--- src/rtl/fdc_regs_pkg.sv ---
package fdc_regs_pkg;

  localparam int NUM_OFS = 8;
  localparam int OFS_W   = 3;

  localparam logic [OFS_W-1:0] OFS_STATUS = 3'd0;
  localparam logic [OFS_W-1:0] OFS_TYPE   = 3'd1;  // read: type, write: address low
  localparam logic [OFS_W-1:0] OFS_PB_HI  = 3'd2;
  localparam logic [OFS_W-1:0] OFS_RESULT = 3'd3;
  localparam logic [OFS_W-1:0] OFS_RESET  = 3'd7;

  typedef enum logic [1:0] {
    RT_ERROR = 2'b00,
    RT_RSV1  = 2'b01,
    RT_READY = 2'b10,
    RT_RSV3  = 2'b11
  } res_type_e;

  // Status byte: drive ready bits are split around the flag/presence field.
  function automatic logic [7:0] status_byte(input logic [3:0] rdy,
                                             input logic       flag,
                                             input logic       dd);
    status_byte = {1'b0, rdy[3], rdy[2], dd, 1'b1, flag, rdy[1], rdy[0]};
  endfunction

  // Ready-status result byte: drives 2,3 in bits 4,5 and drives 0,1 in bits 6,7.
  function automatic logic [7:0] ready_result(input logic [3:0] rdy);
    ready_result = {rdy[1], rdy[0], rdy[3], rdy[2], 4'b0000};
  endfunction

endpackage

--- src/rtl/fdc_addr_decode.sv ---
module fdc_addr_decode #(
  parameter int                PORT_W    = 8,
  parameter logic [PORT_W-1:0] BASE_PORT = 8'h78
) (
  input  logic [PORT_W-1:0] io_addr,
  input  logic              io_rd,
  input  logic              io_wr,
  output logic [7:0]        rd_stb,
  output logic [7:0]        wr_stb
);
  import fdc_regs_pkg::*;

  logic in_window;
  assign in_window = (io_addr[PORT_W-1:OFS_W] == BASE_PORT[PORT_W-1:OFS_W]);

  for (genvar g = 0; g < NUM_OFS; g++) begin : g_ofs
    logic hit;
    assign hit       = in_window && (io_addr[OFS_W-1:0] == OFS_W'(g));
    assign rd_stb[g] = hit && io_rd;
    assign wr_stb[g] = hit && io_wr;
  end
endmodule

--- src/rtl/fdc_cmd_launch.sv ---
module fdc_cmd_launch (
  input  logic        clk,
  input  logic        rst_n,
  input  logic        sys_clear,
  input  logic        lo_wr,
  input  logic        hi_wr,
  input  logic [7:0]  wdata,
  input  logic        eng_busy,
  output logic        start_ok,
  output logic [15:0] pb_addr,
  output logic        start
);
  logic [7:0] pb_lo_q, pb_hi_q;
  logic       start_q;

  assign start_ok = hi_wr && !eng_busy && !start_q;

  always_ff @(posedge clk or negedge rst_n) begin
    if (!rst_n) begin
      pb_lo_q <= 8'h00;
      pb_hi_q <= 8'h00;
      start_q <= 1'b0;
    end else if (sys_clear) begin
      pb_lo_q <= 8'h00;
      pb_hi_q <= 8'h00;
      start_q <= 1'b0;
    end else begin
      if (lo_wr)    pb_lo_q <= wdata;
      if (start_ok) pb_hi_q <= wdata;
      start_q <= start_ok;
    end
  end

  assign pb_addr = {pb_hi_q, pb_lo_q};
  assign start   = start_q;
endmodule

--- src/rtl/fdc_result_keeper.sv ---
module fdc_result_keeper
  import fdc_regs_pkg::*;
(
  input  logic       clk,
  input  logic       rst_n,
  input  logic       sys_clear,
  input  logic       done,
  input  logic       irq_en,
  input  logic       err,
  input  logic [7:0] err_bits,
  input  logic       result_rd,
  output res_type_e  res_type,
  output logic [7:0] err_q,
  output logic       flag
);
  always_ff @(posedge clk or negedge rst_n) begin
    if (!rst_n) begin
      res_type <= RT_ERROR;
      err_q    <= 8'h00;
      flag     <= 1'b0;
    end else if (sys_clear) begin
      res_type <= RT_ERROR;
      err_q    <= 8'h00;
      flag     <= 1'b0;
    end else begin
      if (done) begin
        res_type <= err ? RT_ERROR : RT_READY;
        err_q    <= err ? err_bits : 8'h00;
      end
      if (done && irq_en)  flag <= 1'b1;
      else if (result_rd)  flag <= 1'b0;
    end
  end
endmodule

--- src/rtl/fdc_host_regs.sv ---
module fdc_host_regs
  import fdc_regs_pkg::*;
#(
  parameter int                PORT_W     = 8,
  parameter logic [PORT_W-1:0] BASE_PORT  = 8'h78,
  parameter logic              DD_PRESENT = 1'b1
) (
  input  logic              clk,
  input  logic              rst_n,
  input  logic [PORT_W-1:0] io_addr,
  input  logic              io_rd,
  input  logic              io_wr,
  input  logic [7:0]        io_wdata,
  output logic [7:0]        io_rdata,
  input  logic [3:0]        drv_ready,
  input  logic              eng_busy,
  input  logic              eng_done,
  input  logic              eng_irq_en,
  input  logic              eng_err,
  input  logic [7:0]        eng_err_bits,
  output logic              eng_start,
  output logic [15:0]       eng_pb_addr,
  output logic              irq,
  output logic              sub_reset
);
  logic [7:0] rd_stb, wr_stb;
  logic       ev_sys_clear, ev_start_ok, ev_result_rd, ev_ro_write;
  res_type_e  res_type;
  logic [7:0] err_q;
  logic       flag;
  logic       sub_reset_q;
  logic [7:0] rd_val [NUM_OFS];

  fdc_addr_decode #(.PORT_W(PORT_W), .BASE_PORT(BASE_PORT)) u_dec (
    .io_addr (io_addr),
    .io_rd   (io_rd),
    .io_wr   (io_wr),
    .rd_stb  (rd_stb),
    .wr_stb  (wr_stb)
  );

  assign ev_sys_clear = wr_stb[OFS_RESET];
  assign ev_result_rd = rd_stb[OFS_RESULT];
  assign ev_ro_write  = wr_stb[0] | wr_stb[3] | wr_stb[4] | wr_stb[5] | wr_stb[6];

  fdc_cmd_launch u_launch (
    .clk       (clk),
    .rst_n     (rst_n),
    .sys_clear (ev_sys_clear),
    .lo_wr     (wr_stb[OFS_TYPE]),
    .hi_wr     (wr_stb[OFS_PB_HI]),
    .wdata     (io_wdata),
    .eng_busy  (eng_busy),
    .start_ok  (ev_start_ok),
    .pb_addr   (eng_pb_addr),
    .start     (eng_start)
  );

  fdc_result_keeper u_result (
    .clk       (clk),
    .rst_n     (rst_n),
    .sys_clear (ev_sys_clear),
    .done      (eng_done),
    .irq_en    (eng_irq_en),
    .err       (eng_err),
    .err_bits  (eng_err_bits),
    .result_rd (ev_result_rd),
    .res_type  (res_type),
    .err_q     (err_q),
    .flag      (flag)
  );

  always_ff @(posedge clk or negedge rst_n) begin
    if (!rst_n) sub_reset_q <= 1'b0;
    else        sub_reset_q <= ev_sys_clear;
  end

  // Per-offset read values; offsets without a readable register stay zero.
  always_comb begin
    for (int i = 0; i < NUM_OFS; i++) rd_val[i] = 8'h00;
    rd_val[OFS_STATUS] = status_byte(drv_ready, flag, DD_PRESENT);
    rd_val[OFS_TYPE]   = {6'b0, res_type};
    rd_val[OFS_RESULT] = (res_type == RT_READY) ? ready_result(drv_ready) : err_q;
  end

  always_comb begin
    io_rdata = 8'h00;
    for (int i = 0; i < NUM_OFS; i++)
      if (rd_stb[i]) io_rdata = io_rdata | rd_val[i];
  end

  assign irq       = flag;
  assign sub_reset = sub_reset_q;
endmodule

--- config.mk ---
export PLATFORM = sky130hd
export DESIGN_NAME = fdc_host_regs
export DESIGN_NICKNAME = d
export VERILOG_FILES = /design/src/rtl/fdc_regs_pkg.sv /design/src/rtl/fdc_addr_decode.sv /design/src/rtl/fdc_cmd_launch.sv /design/src/rtl/fdc_result_keeper.sv /design/src/rtl/fdc_host_regs.sv
export SDC_FILE = /design/constraint.sdc
export NUM_CORES = 1
export LEC_CHECK = 0
export CORE_UTILIZATION = 45
export CTS_BUF_LIST = sky130_fd_sc_hd__clkbuf_4 sky130_fd_sc_hd__clkbuf_8
export CTS_CLUSTER_SIZE = 8
export DETAILED_ROUTE_END_ITERATION = 10
export DONT_BUFFER_PORTS = 1
export GPL_TIMING_DRIVEN = 0
export HOLD_SLACK_MARGIN = 0.12
export PLACE_DENSITY = 0.62
export RECOVER_POWER = 100
export REMOVE_ABC_BUFFERS = 1
export SKIP_CTS_REPAIR_TIMING = 1
export SYNTH_ARGS = -nofsm -noshare
export SYNTH_HDL_FRONTEND = slang
export SYNTH_SLANG_ARGS = --single-unit
--- constraint.sdc ---
create_clock -name clk -period 1.8 [get_ports clk]
set_clock_uncertainty 0.2 [all_clocks]
set_input_delay 0.27 -clock clk [delete_from_list [all_inputs] [get_ports clk]]
set_output_delay 0.27 -clock clk [all_outputs]
set_load 0.02 [all_outputs]
==> PnR_summary.wiki, run 1 <==
{| class="wikitable"
! Metric !! Value
|-
| Status || finished with violations
|-
| Violations in the final reports || setup timing
|-
| Cell Count, Final, Fillers Out || 194
|-
| CTS tree || yes
|-
| Largest stage delay on the critical path || 510 ps
|-
| Crit Path Max Fanout || 5
|-
| GRT overflow || 0
|-
| Number of pins with negative max-slew slack in the final report || 0
|-
| Syn. warnings || 0
|-
| Share of the synthesized area in the top cell type || 49.4%
|-
| Finish-stage setup viols || 13
|-
| Clk pin slew, worst setup/hold paths || 150 ps
|-
| Total placed instance area || 1430 um2
|-
| Largest net degree at the start of global routing || 29
|-
| Wire length of the first global-routing pass || 4810 um
|-
| Largest cells by area after synthesis || dfrtp_1 (49%), mux2_4 (8.5%), a22o_1 (6.2%)
|-
| Count of mapped cells out of synthesis || 125
|-
| Initial antenna violation count || 0
|-
| Total routing usage reported by global routing || 18.9%
|-
| Number of instances in the placed design || 160
|-
| Most common flop cell mapped by yosys || dfrtp_1
|-
| Transition time at the pin with the least slew margin || 859 ps
|-
| Relative area change from synthesis to final layout || 28.9%
|-
| CTS Buffer Depth || 2
|-
| Post-synthesis instance area || 1420 um2
|-
| Yosys reg bits || 28
|-
| Share of power burned in combinational logic || 13.6%
|-
| Cell Chain, Critical Path || or4b_4, or4_4, mux2_4
|-
| Chip Height || 58.2 um
|-
| Remaining max-slew budget at the tightest pin || 42.3%
|-
| First-pass iteration count of the detailed router || 4
|-
| Crit path max-delay family || simple AND/OR/NAND/NOR gates
|-
| Worst Hold Class || input pin to flip-flop
|-
| Count of final hold-check violations || 0
|-
| Post-route DRC || 0
|-
| Number of maximum-capacitance violations || 0
|-
| Routability congestion estimate from global placement || 0.774
|-
| Port bufs || 0
|-
| Number of enable-type register cells in the synthesized netlist || 0
|-
| Flop pwr share || 60.5%
|-
| Final routed wire length divided by cell count || 18.4 um
|-
| Via count of the first global-routing pass || 1,040
|-
| Initial Util || 46.9%
|-
| Sequential fraction of the synthesis area || 49.4%
|-
| Share of synthesized registers carrying an async set or reset || 100%
|-
| Number of DRC violations after detailed-routing iteration 0 || 54
|-
| Core footprint || 3030 um2
|-
| Fraction of final layout cells sized beyond drive strength 1 || 25.3%
|-
| Largest voltage drop on the vdd net || 0.384 mV
|-
| Sum of internal, switching and leakage power || 1160 uW
|-
| Portion of total power attributed to the clock network || 25.9%
|-
| Crit. End Element || flip-flop
|-
| Final design area excluding fillers || 1830 um2
|-
| Sink count of the clock tree || 28
|-
| Switching part of the total power || 25.2%
|-
| Static Leakage || 0.000814 uW
|-
| Startpoint-to-endpoint class of the critical path || flip-flop to flip-flop
|-
| Highest clock frequency the design can meet || 469 MHz
|-
| WHS || 27.9 ps
|-
| Cell internal power dissipation || 869 uW
|-
| Power density over the cells || 635 nW/um2
|-
| Routed wire length || 3560 um
|-
| Smallest setup slack after layout || -331 ps
|-
| Average instance area after synthesis || 11.4 um2
|-
| RSZ-0062 raised after global routing || true
|-
| Sum of negative setup slack || -2900 ps
|-
| Setup slack on the worst flop-to-flop path || -330 ps
|-
| Number of antenna diodes || 0
|-
| Required time at the worst-slack endpoint || 1820 ps
|-
| Most frequent cell after synthesis || dfrtp_1
|-
| Ports || 63
|-
| Master of the slowest instance on the critical path || or4b_4
|-
| CTS H-tree lvls || 1
|-
| Total area of multi-input combinational cells || 749 um2
|-
| Leading area contributor after synthesis || dfrtp_1
|-
| Die Outline Area || 3380 um2
|-
| Nature of the critical path startpoint || flip-flop
|-
| Antenna-violating nets left || 0
|-
| Switching power of the nets || 292 uW
|-
| Total buffers and inverters traversed by the critical path || 0
|-
| Fin crit share || 118%
|-
| Number of nets in the layout || 187
|-
| Count of distinct cell types in the synthesized netlist || 29
|-
| Routed vias || 1,123
|-
| Clock tree root driver cell || clkbuf_4
|-
| Avg Vias per Cell || 5.79
|-
| Fillers || 266
|-
| Total clock buffers created by CTS || 3
|-
| Worst skew pair latency || 330 ps
|-
| Critical Path AT || 2150 ps
|-
| FP Rows || 20
|-
| Shortest clock period the worst path allows after layout || 2130 ps
|-
| Horizontal die dimension || 58.2 um
|-
| Register cell area after layout || 703 um2
|-
| Post-detailed-placement half-perimeter wirelength || 2170 um
|-
| Leading cell types by count after synthesis || dfrtp_1 (28), a22o_1 (10), nand2b_1 (10), nand3_1 (10), a21oi_1 (9)
|}
layout make-up:
| type | instances | area share [%] |
|---|---|---|
| Inverter | 3 | 0.616 |
| Multi-Input combinational cell | 86 | 41.0 |
| Clock buffer | 4 | 1.98 |
| Sequential cell | 28 | 38.4 |
| Tap cell | 44 | 3.01 |
| Timing Repair Buffer | 29 | 15.0 |
worst paths after layout:
path,cells after the start,to,from
setup / recovery,3,u_launch.pb_hi_q[4],u_launch.start
hold / removal,2,u_launch.pb_lo_q[1],io_addr[1]
setup reg to reg,3,u_launch.pb_hi_q[4],u_launch.start
hold reg to reg,2,u_result.err_q[4],u_result.err_q[4]
max in group asynchronous,2,u_result.res_type[1],rst_n
min in group asynchronous,2,u_launch.pb_lo_q[1],rst_n
per-layer routing:
layer  track usage [%]  wire [um]
met2              28.9       1650
met4              7.14         54
met3              5.13        279
met5                 0          0
met1              25.6       1580
flip-flops by register name, summed over array words and instances, names as in the netlist:
| name | flops |
|---|---|
| u_result.flag | 1 |
| u_launch.pb_lo_q | 8 |
| u_launch.pb_hi_q | 8 |
| u_launch.start | 1 |
| u_result.err_q | 8 |
| u_result.res_type | 1 |
| sub_reset | 1 |
through the flow:
step                      setup slack, ps  utilization (%)
after global placement               -556             47.3
after detailed placement             -533             47.3
after CTS                            -631             48.5
final                                -331             60.4
after floorplan                      -417                -
after global routing                 -350             60.4
cells by family after synthesis:
group | Yosys count | share of synthesized area (%)
XOR/XNOR | 1 | 0.617
AND/OR/NAND/NOR | 37 | 15.6
buffers and inverters | 12 | 3.70
multiplexers | 14 | 12.8
AO/OA/AOI/OAI | 33 | 17.9
flip-flops | 28 | 49.4
placed cells by master (no fill, tap or decap), types with 2 or more instances in the layout:
cell           count
a21oi_1            9
mux2_4             9
buf_4              5
o2bb2ai_2          2
nand2b_1          10
clkbuf_4           3
a22o_2             2
nand3b_1           2
dfrtp_2            2
mux2i_1            4
or4_4              2
dfrtp_1           26
inv_1              2
nand2_1            3
a22o_1             8
nand3_1           10
dlygate4sd3_1     22
nor4_4             2
o31a_1             8
power groups by stage:
stage	clock network (uW)	registers (uW)	logic, uW
after floorplan	0	705	67.7
after global placement	0	711	75.8
after detailed placement	0	712	77.3
after CTS	316	700	78.0
after global routing	336	707	172
final	300	703	158
(Power assumes the default switching activity.)
==> run 2: changes to the inputs <==
==> constraint.sdc (replaced) <==
create_clock -name clk -period 1.8 [get_ports clk]
set_clock_uncertainty 0.2 [all_clocks]
set_input_delay 0.09 -clock clk [delete_from_list [all_inputs] [get_ports clk]]
set_output_delay 0.09 -clock clk [all_outputs]
set_load 0.02 [all_outputs]
==> PnR_summary.wiki, run 2 (same netlist as run 1, synthesis figures left out) <==
{| class="wikitable"
! Metric !! Value
|-
| Total buffers and inverters traversed by the critical path || 0
|-
| Number of antenna diodes || 0
|-
| Most used cells in the layout excluding fill and tap cells || dfrtp_1 (26), dlygate4sd3_1 (23), nand3_1 (10), nand2b_1 (10), a21oi_1 (9)
|-
| Sum of negative setup slack || -3340 ps
|-
| Die Outline Area || 3380 um2
|-
| Violations in the final reports || hold timing, setup timing
|-
| Fraction of final layout cells sized beyond drive strength 1 || 19.7%
|-
| Cell Chain, Critical Path || or4b_4, or4_4, mux2_4
|-
| Ports || 63
|-
| Sink count of the clock tree || 28
|-
| Cell Count, Final, Fillers Out || 191
|-
| Total placed instance area || 1430 um2
|-
| Routed vias || 1,098
|-
| Initial antenna violation count || 0
|-
| Number of nets in the layout || 184
|-
| Fin crit share || 118%
|-
| CTS H-tree lvls || 1
|-
| FP Rows || 20
|-
| WHS || -229 ps
|-
| Crit. End Element || flip-flop
|-
| Startpoint-to-endpoint class of the critical path || flip-flop to flip-flop
|-
| Nature of the critical path startpoint || flip-flop
|-
| Routed wire length || 3440 um
|-
| Antenna-violating nets left || 0
|-
| GRT overflow || 0
|-
| Smallest setup slack after layout || -329 ps
|-
| Post-detailed-placement half-perimeter wirelength || 2170 um
|-
| Master of the slowest instance on the critical path || or4b_4
|-
| Final routed wire length divided by cell count || 18.0 um
|-
| Biggest registers after layout || u_launch.pb_hi_q x8, u_launch.pb_lo_q x8, u_result.err_q x8
|-
| Total routing usage reported by global routing || 18.9%
|-
| Leading cell type in the layout, fill and taps excluded || dfrtp_1
|-
| Number of pins with negative max-slew slack in the final report || 0
|-
| Highest clock frequency the design can meet || 470 MHz
|-
| Initial Util || 46.9%
|-
| CTS Buffer Depth || 2
|-
| Post-route DRC || 0
|-
| CTS tree || yes
|-
| Largest stage delay on the critical path || 510 ps
|-
| Transition time at the pin with the least slew margin || 874 ps
|-
| Largest net degree at the start of global routing || 29
|-
| Crit path max-delay family || simple AND/OR/NAND/NOR gates
|-
| Horizontal die dimension || 58.2 um
|-
| Avg Vias per Cell || 5.75
|-
| Clock tree root driver cell || clkbuf_4
|-
| Number of maximum-capacitance violations || 0
|-
| Final design area excluding fillers || 1810 um2
|-
| Clk pin slew, worst setup/hold paths || 140 ps
|-
| Power density over the cells || 642 nW/um2
|-
| Worst skew pair latency || 320 ps
|-
| Port bufs || 0
|-
| Required time at the worst-slack endpoint || 1820 ps
|-
| Number of DRC violations after detailed-routing iteration 0 || 40
|-
| Chip Height || 58.2 um
|-
| Routability congestion estimate from global placement || 0.774
|-
| RSZ-0062 raised after global routing || true
|-
| Number of instances in the placed design || 160
|-
| Relative area change from synthesis to final layout || 27.6%
|-
| Fillers || 266
|-
| Remaining max-slew budget at the tightest pin || 41.3%
|-
| Worst Hold Class || input pin to flip-flop
|-
| Setup slack on the worst flop-to-flop path || -330 ps
|-
| Core footprint || 3030 um2
|-
| Largest voltage drop on the vdd net || 0.384 mV
|-
| Count of final hold-check violations || 13
|-
| Shortest clock period the worst path allows after layout || 2130 ps
|-
| Crit Path Max Fanout || 5
|-
| Wire length of the first global-routing pass || 4810 um
|-
| Via count of the first global-routing pass || 1,040
|-
| First-pass iteration count of the detailed router || 4
|-
| Critical Path AT || 2150 ps
|-
| Finish-stage setup viols || 17
|-
| Status || finished with violations
|-
| Static Leakage || 0.000798 uW
|-
| Total clock buffers created by CTS || 3
|}
-- run 2: cell count changes in the layout (fill, tap and decap cells not counted), moves of 2 or more --
cell and delta:
buf_12 +2, buf_4 -5, o2bb2ai_1 +2, o2bb2ai_2 -2
-- run 2: metal layers --
metal	part of all wire [%]	global-route usage, %	up-vias
met5	0	0	-
met4	1.0	7.14	0
met3	6.4	5.13	4
met2	46	28.9	35
met1	46	25.6	541
li1	-	-	518
-- run 2: final timing paths --
kind / startpoint / end / cells past startpoint
max in group asynchronous: rst_n / u_result.res_type[1] / 4
min in group asynchronous: rst_n / u_launch.pb_lo_q[1] / 4
setup reg to reg: u_launch.start / u_launch.pb_hi_q[4] / 3
hold reg to reg: u_result.err_q[4] / u_result.err_q[4] / 2
hold / removal: io_addr[2] / u_result.flag / 2
setup / recovery: u_launch.start / u_launch.pb_hi_q[4] / 3
-- run 2: cell type report --
class	instances	area [um2]	area share (%)
sequential	28	703	38.8
clock buffer	4	36.3	2.00
inverter	3	11.3	0.622
timing repair buffer	26	282	15.5
tap	44	55.1	3.04
multi-input combinational	86	723	39.9
-- run 2: report_power, final --
group / switching (uW) / leakage (uW) / internal (uW)
sequential: 42.8 / 0.000372 / 659
clock: 177 / 0.0000210 / 124
combinational: 70.1 / 0.000406 / 88.6
total: 290 / 0.000798 / 871
-- run 2: per-stage QoR --
stage                     util (%)  worst slack, ps  power, uW
after floorplan                  -             -417        773
after global placement        47.3             -556        787
after detailed placement      47.3             -533        789
after CTS                     48.5             -561       1090
after global routing          59.8             -350       1210
final                         59.8             -329       1160
-- run 2: worst reg2reg max path, delay by kind of cell (launching register included) --
family,cells,cell delay [ps]
simple gates,2,1020
mux,1,320
flops,1,480
